**config.mk**
```make
export PLATFORM = sky130hd
export DESIGN_NAME = vlen_ctrl
export DESIGN_NICKNAME = d
export VERILOG_FILES = /design/src/rtl/vlen_pkg.sv /design/src/rtl/vlen_clamp.sv /design/src/rtl/vlen_seq.sv /design/src/rtl/vlen_store.sv /design/src/rtl/vlen_ctrl.sv
export SDC_FILE = /design/constraint.sdc
export NUM_CORES = 1
export LEC_CHECK = 0
export CAP_MARGIN = 15
export CORE_MARGIN = 2
export CORE_UTILIZATION = 45
export CTS_CLUSTER_DIAMETER = 60
export DETAILED_ROUTE_END_ITERATION = 6
export MAX_ROUTING_LAYER = met4
export PLACE_DENSITY = 0.7
export SETUP_SLACK_MARGIN = 0.15
export SLEW_MARGIN = 20
export SYNTH_ARGS = -nofsm -noshare
export SYNTH_HDL_FRONTEND = slang
export SYNTH_SLANG_ARGS = --single-unit
```
**constraint.sdc**
```tcl
create_clock -name clk -period 5.1 [get_ports clk]
set_clock_uncertainty 0.15 [all_clocks]
set_input_delay 0.765 -clock clk [delete_from_list [all_inputs] [get_ports clk]]
set_output_delay 0.765 -clock clk [all_outputs]
set_load 0.05 [all_outputs]
```
**src/rtl/vlen_pkg.sv**
```systemverilog
package vlen_pkg;
    typedef enum logic [2:0] {
        OP_RD_LEN  = 3'd0,
        OP_RD_MAX  = 3'd1,
        OP_WR_LEN  = 3'd2,
        OP_WRI_LEN = 3'd3,
        OP_WR_MAX  = 3'd4,
        OP_WRI_MAX = 3'd5,
        OP_SET_LEN = 3'd6,
        OP_RSVD    = 3'd7
    } vlen_op_e;

    typedef enum logic [1:0] {
        ST_IDLE   = 2'd0,
        ST_UPDATE = 2'd1,
        ST_REPLY  = 2'd2
    } vlen_state_e;
endpackage

```
**src/rtl/vlen_clamp.sv**
```systemverilog
module vlen_clamp #(
    parameter int LEN_W  = 6,
    parameter int DATA_W = 16
) (
    input  logic [DATA_W-1:0] want,
    input  logic [LEN_W:0]    limit,
    output logic [LEN_W:0]    result
);
    localparam int DEC_W = LEN_W + 1;

    always_comb begin
        if (want == '0)
            result = DEC_W'(1);
        else if (want > DATA_W'(limit))
            result = limit;
        else
            result = want[DEC_W-1:0];
    end
endmodule

```
**src/rtl/vlen_seq.sv**
```systemverilog
module vlen_seq
    import vlen_pkg::*;
#(
    parameter int DATA_W = 16
) (
    input  logic              clk,
    input  logic              rst_n,
    input  logic              req_valid,
    input  logic [2:0]        req_op,
    input  logic [DATA_W-1:0] req_data,
    output logic              req_ready,
    output logic              upd_en,
    output logic              rsp_valid,
    output vlen_op_e          op_q,
    output logic [DATA_W-1:0] data_q
);
    vlen_state_e state_q, state_d;
    logic        accept;

    assign accept = req_valid && (state_q == ST_IDLE);

    // state register
    always_ff @(posedge clk or negedge rst_n) begin
        if (!rst_n) state_q <= ST_IDLE;
        else        state_q <= state_d;
    end

    // next state
    always_comb begin
        state_d = state_q;
        unique case (state_q)
            ST_IDLE:   if (req_valid) state_d = ST_UPDATE;
            ST_UPDATE: state_d = ST_REPLY;
            ST_REPLY:  state_d = ST_IDLE;
            default:   state_d = ST_IDLE;
        endcase
    end

    // outputs
    always_comb begin
        req_ready = 1'b0;
        upd_en    = 1'b0;
        rsp_valid = 1'b0;
        unique case (state_q)
            ST_IDLE:   req_ready = 1'b1;
            ST_UPDATE: upd_en    = 1'b1;
            ST_REPLY:  rsp_valid = 1'b1;
            default:   ;
        endcase
    end

    // request capture
    always_ff @(posedge clk or negedge rst_n) begin
        if (!rst_n) begin
            op_q   <= OP_RD_LEN;
            data_q <= '0;
        end else if (accept) begin
            op_q   <= vlen_op_e'(req_op);
            data_q <= req_data;
        end
    end
endmodule

```
**src/rtl/vlen_store.sv**
```systemverilog
module vlen_store
    import vlen_pkg::*;
#(
    parameter int LEN_W  = 6,
    parameter int DATA_W = 16,
    parameter int IMM_W  = 5
) (
    input  logic              clk,
    input  logic              rst_n,
    input  logic              upd_en,
    input  vlen_op_e          op,
    input  logic [DATA_W-1:0] data,
    output logic [LEN_W:0]    len_dec,
    output logic [LEN_W:0]    max_dec
);
    localparam int DEC_W = LEN_W + 1;
    localparam logic [DEC_W-1:0] FULL = {1'b1, {LEN_W{1'b0}}};

    function automatic logic [DEC_W-1:0] expand(input logic [LEN_W-1:0] raw);
        return (raw == '0) ? FULL : {1'b0, raw};
    endfunction

    logic [LEN_W-1:0]  len_q, max_q;
    logic [LEN_W-1:0]  imm_raw;
    logic [DEC_W-1:0]  reg_val, imm_val, new_max, len_fit, len_shrunk;
    logic [DATA_W-1:0] len_want;

    assign imm_raw = LEN_W'(data[IMM_W-1:0]);
    assign reg_val = expand(data[LEN_W-1:0]);
    assign imm_val = expand(imm_raw);
    assign len_dec = expand(len_q);
    assign max_dec = expand(max_q);
    assign new_max = (op == OP_WR_MAX) ? reg_val : imm_val;

    always_comb begin
        unique case (op)
            OP_WR_LEN:  len_want = DATA_W'(reg_val);
            OP_WRI_LEN: len_want = DATA_W'(imm_val);
            default:    len_want = data;
        endcase
    end

    vlen_clamp #(.LEN_W(LEN_W), .DATA_W(DATA_W)) u_fit (
        .want   (len_want),
        .limit  (max_dec),
        .result (len_fit)
    );

    vlen_clamp #(.LEN_W(LEN_W), .DATA_W(DATA_W)) u_shrink (
        .want   (DATA_W'(len_dec)),
        .limit  (new_max),
        .result (len_shrunk)
    );

    always_ff @(posedge clk or negedge rst_n) begin
        if (!rst_n) begin
            len_q <= '0;
            max_q <= '0;
        end else if (upd_en) begin
            unique case (op)
                OP_WR_LEN, OP_WRI_LEN, OP_SET_LEN:
                    len_q <= len_fit[LEN_W-1:0];
                OP_WR_MAX, OP_WRI_MAX: begin
                    max_q <= new_max[LEN_W-1:0];
                    len_q <= len_shrunk[LEN_W-1:0];
                end
                default: ;
            endcase
        end
    end
endmodule

```
**src/rtl/vlen_ctrl.sv**
```systemverilog
module vlen_ctrl
    import vlen_pkg::*;
#(
    parameter int LEN_W  = 6,
    parameter int DATA_W = 16,
    parameter int IMM_W  = 5
) (
    input  logic              clk,
    input  logic              rst_n,
    input  logic              req_valid,
    output logic              req_ready,
    input  logic [2:0]        req_op,
    input  logic [DATA_W-1:0] req_data,
    output logic              rsp_valid,
    output logic [LEN_W:0]    rsp_data
);
    logic              upd_en;
    vlen_op_e          op_q;
    logic [DATA_W-1:0] data_q;
    logic [LEN_W:0]    len_dec, max_dec, pick;

    vlen_seq #(.DATA_W(DATA_W)) u_seq (
        .clk       (clk),
        .rst_n     (rst_n),
        .req_valid (req_valid),
        .req_op    (req_op),
        .req_data  (req_data),
        .req_ready (req_ready),
        .upd_en    (upd_en),
        .rsp_valid (rsp_valid),
        .op_q      (op_q),
        .data_q    (data_q)
    );

    vlen_store #(.LEN_W(LEN_W), .DATA_W(DATA_W), .IMM_W(IMM_W)) u_store (
        .clk     (clk),
        .rst_n   (rst_n),
        .upd_en  (upd_en),
        .op      (op_q),
        .data    (data_q),
        .len_dec (len_dec),
        .max_dec (max_dec)
    );

    always_comb begin
        unique case (op_q)
            OP_RD_MAX, OP_WR_MAX, OP_WRI_MAX: pick = max_dec;
            default:                          pick = len_dec;
        endcase
    end

    assign rsp_data = rsp_valid ? pick : '0;
endmodule

```
==> impl_results.md <==
* Outcome: completed
* WL final at 4.80 mm
* Yosys top cell by area: dfrtp_1
* Final net count at 280
* Register area at 826 um2
* First-pass GRT wire length at 8.25 mm
* ANT nets after route at 0
* P&R area growth vs syn at 19.0%
* Setup bufs post-CTS at 0
* CTS Buf Count at 5
* Post-synth ARST share at 100%
* Fin Setup TNS at 0 ns
* Placed Instance Area at 0.00238 mm2
* Critical path endpoint category: output port
* Power after layout at 1.18 mW
* DIE WIDTH at 71.9 um
* Worst EP required at 4.18 ns
* Sequential-to-total area share from yosys stat at 39.8%
* CP delay by family, top: simple AND/OR/NAND/NOR gates
* Row count at 24
* Number of synthesized flops with an enable pin at 0
* Final Core Density at 56.0%
* Yosys reg bits at 33
* Hold_ws at 0.333 ns
* Setup violators final at 0
* DR vias at 1751
* Area contributors post-synth: dfrtp_1, mux2_2, ha_1, nand3_1, o21ai_0
* Worst path slowest cell: clkdlybuf4s50_1
* Tot GR Track Use at 21.1%
* Maximum vdd ir drop at 0.229 mV
* Power Density at 479 mW/mm2
* CP max FO at 4
* I/O pins at 31
* Dpl hpwl at 3.62 mm
* Vias in the first global route at 1819
* Drt first-iter violations at 110
* Final Slew Violations at 0
* Count leader, synth: dfrtp_1
* Buf/Inv on CP at 1
* Yosys cell types at 42
* Skew-Pair Late Insertion Delay at 0.28 ns
* Die Area at 0.00517 mm2
* Lkg Pwr at 1.02 nW
* Layout cells sized above 1 at 12.2%
* Hold Buf Count CTS at 0
* Clock tree buffer depth at 2
* Final Cell Area at 0.00247 mm2
* GPL Wtd Cong at 0.951
* Synth Flop Type: dfrtp_1
* Final Hold Violating Endpoints at 0
* Synth top area share at 39.8%
* Total core area at 0.00441 mm2
* Clock transition at the registers of the reported paths at 0.07 ns
* Synthesized cell area at 0.00208 mm2
* Drt drc at 0
* Worst Path Arrival at 2.61 ns
* Tcrit/Tclk final at 69.0%
* Pre-Repair DR Iteration Count at 4
* Gate Count Post-Synth at 224
* Clk sink count at 33
* CP Class: register to output port
* Most frequent cells after synthesis: dfrtp_1, nand2_1, nor2_1
* Ant diodes at 0
* Slew of the pin with the lowest slew margin at 0.930 ns
* Type of origin of the critical path: register
* Chip height at 71.9 um
* Cts repair resizes at 0
* Avg Cell Area, Syn at 9.27 um2
* Initial antenna violation count at 0
* Crit-path max cell delay at 0.80 ns
* Clock root buffer: clkbuf_8
* Area of the multi-input gates at 0.00114 mm2
* Fillers at 410
* Crit-path cells: or4_1 > nor3_1 > a21oi_1 > nor2_1 > clkdlybuf4s50_1
* Hold Crit Class: register to register
* I/O Buffers at 30
* CTS tree: built
* Min Tclk post-route at 3.52 ns
* Starting Density at 47.1%
* Maximum clock rate at 284 MHz
* Post-DR wirelength/cell at 16.2 um
* RSZ-0062 raised after global routing: no
* Max Cap Viol at 0
* Synth warn at 0
* Relative slew slack at 37.9%
* H-tree depth at 2
* Number of vias per cell at 5.90
* Largest net degree at the start of global routing at 34
* GRT overflow at 0
* Syn_nets at 259
==> worst paths after layout <==
check / start / to / slack [ns] / cells past startpoint
max in group asynchronous: rst_n / u_seq.data_q[4] / 3.75 / 2
min reg2reg: u_seq.state_q[1] / u_seq.state_q[1] / 0.33 / 1
max reg2reg: u_seq.data_q[1] / u_store.len_q[5] / 1.93 / 9
max: u_store.len_q[3] / rsp_data[6] / 1.58 / 5
min in group asynchronous: rst_n / u_store.max_q[4] / 0.74 / 2
min: u_seq.state_q[1] / u_seq.state_q[1] / 0.33 / 1
==> kinds of logic (layout without fill, tap and decap cells) <==
| group | count (synthesis) | after routing | synth area share [%] |
|---|---|---|---|
| xor gates and xnor gates | 1 | 1 | 0.422 |
| adders and majority gates | 13 | 13 | 7.83 |
| and+or+nand+nor | 73 | 73 | 18.7 |
| buffers and inverters | 30 | 51 | 5.48 |
| AOI/OAI and AO/OA | 57 | 57 | 18.7 |
| muxes | 17 | 17 | 9.10 |
| DFF | 33 | 33 | 39.8 |
==> metrics by stage <==
stage                     std cells  setup WS [ns]
final                           297           1.58
after global routing            297           1.40
after CTS                       297           1.57
after detailed placement        290           1.88
after global placement          290           1.89
after floorplan                 224           2.29
==> per-layer routing <==
layer  track usage [%]  vias up  wire [um]
met4              6.71        0         56
met1              27.5      836       2200
met2              34.3       53       2280
met3              3.19        8        257
li1                  -      854          -
met5                 -        -          0
==> placed cells by master, fill, tap and decap left out, types with 3 or more instances in the layout <==
cell type / count
dfrtp_1: 33
clkdlybuf4s50_1: 30
nand2_1: 18
nor2_1: 18
mux2_2: 15
nand3_1: 14
o21ai_0: 14
inv_1: 13
ha_1: 13
a21oi_1: 11
a211oi_1: 8
clkbuf_8: 6
a21o_1: 4
o311ai_0: 4
a41oi_1: 4
nand2b_1: 3
nand4_1: 3
o21a_1: 3
==> state kept, by name (all words and copies together), names as in the netlist <==
register / count
u_store.len_q: 6
u_store.max_q: 6
u_seq.data_q: 16
u_seq.state_q: 2
u_seq.op_q: 3
==> report_power, final <==
group	leakage [nW]	switching (mW)	internal [mW]
clock	0.0443	0.0903	0.107
combinational	0.568	0.328	0.230
sequential	0.405	0.0855	0.344
total	1.02	0.503	0.681
==> final cells by class <==
type / instances / area share [%]
clock buffers: 7 / 3.49
inverters: 13 / 1.97
multi-input cells: 161 / 46.0
flip-flops and latches: 33 / 33.4
well taps: 52 / 2.63
repair buffers: 31 / 12.5
==> worst register-to-register path: cells and delay by family, from the launching register on <==
family	cells	cell delay, ns
adders and majority gates	1	0.30
muxes	1	0.36
and+or+nand+nor	4	0.99
AOI/OAI and AO/OA	3	0.84
DFF	1	0.44
No activity file was read; power rests on OpenSTA's default activity.
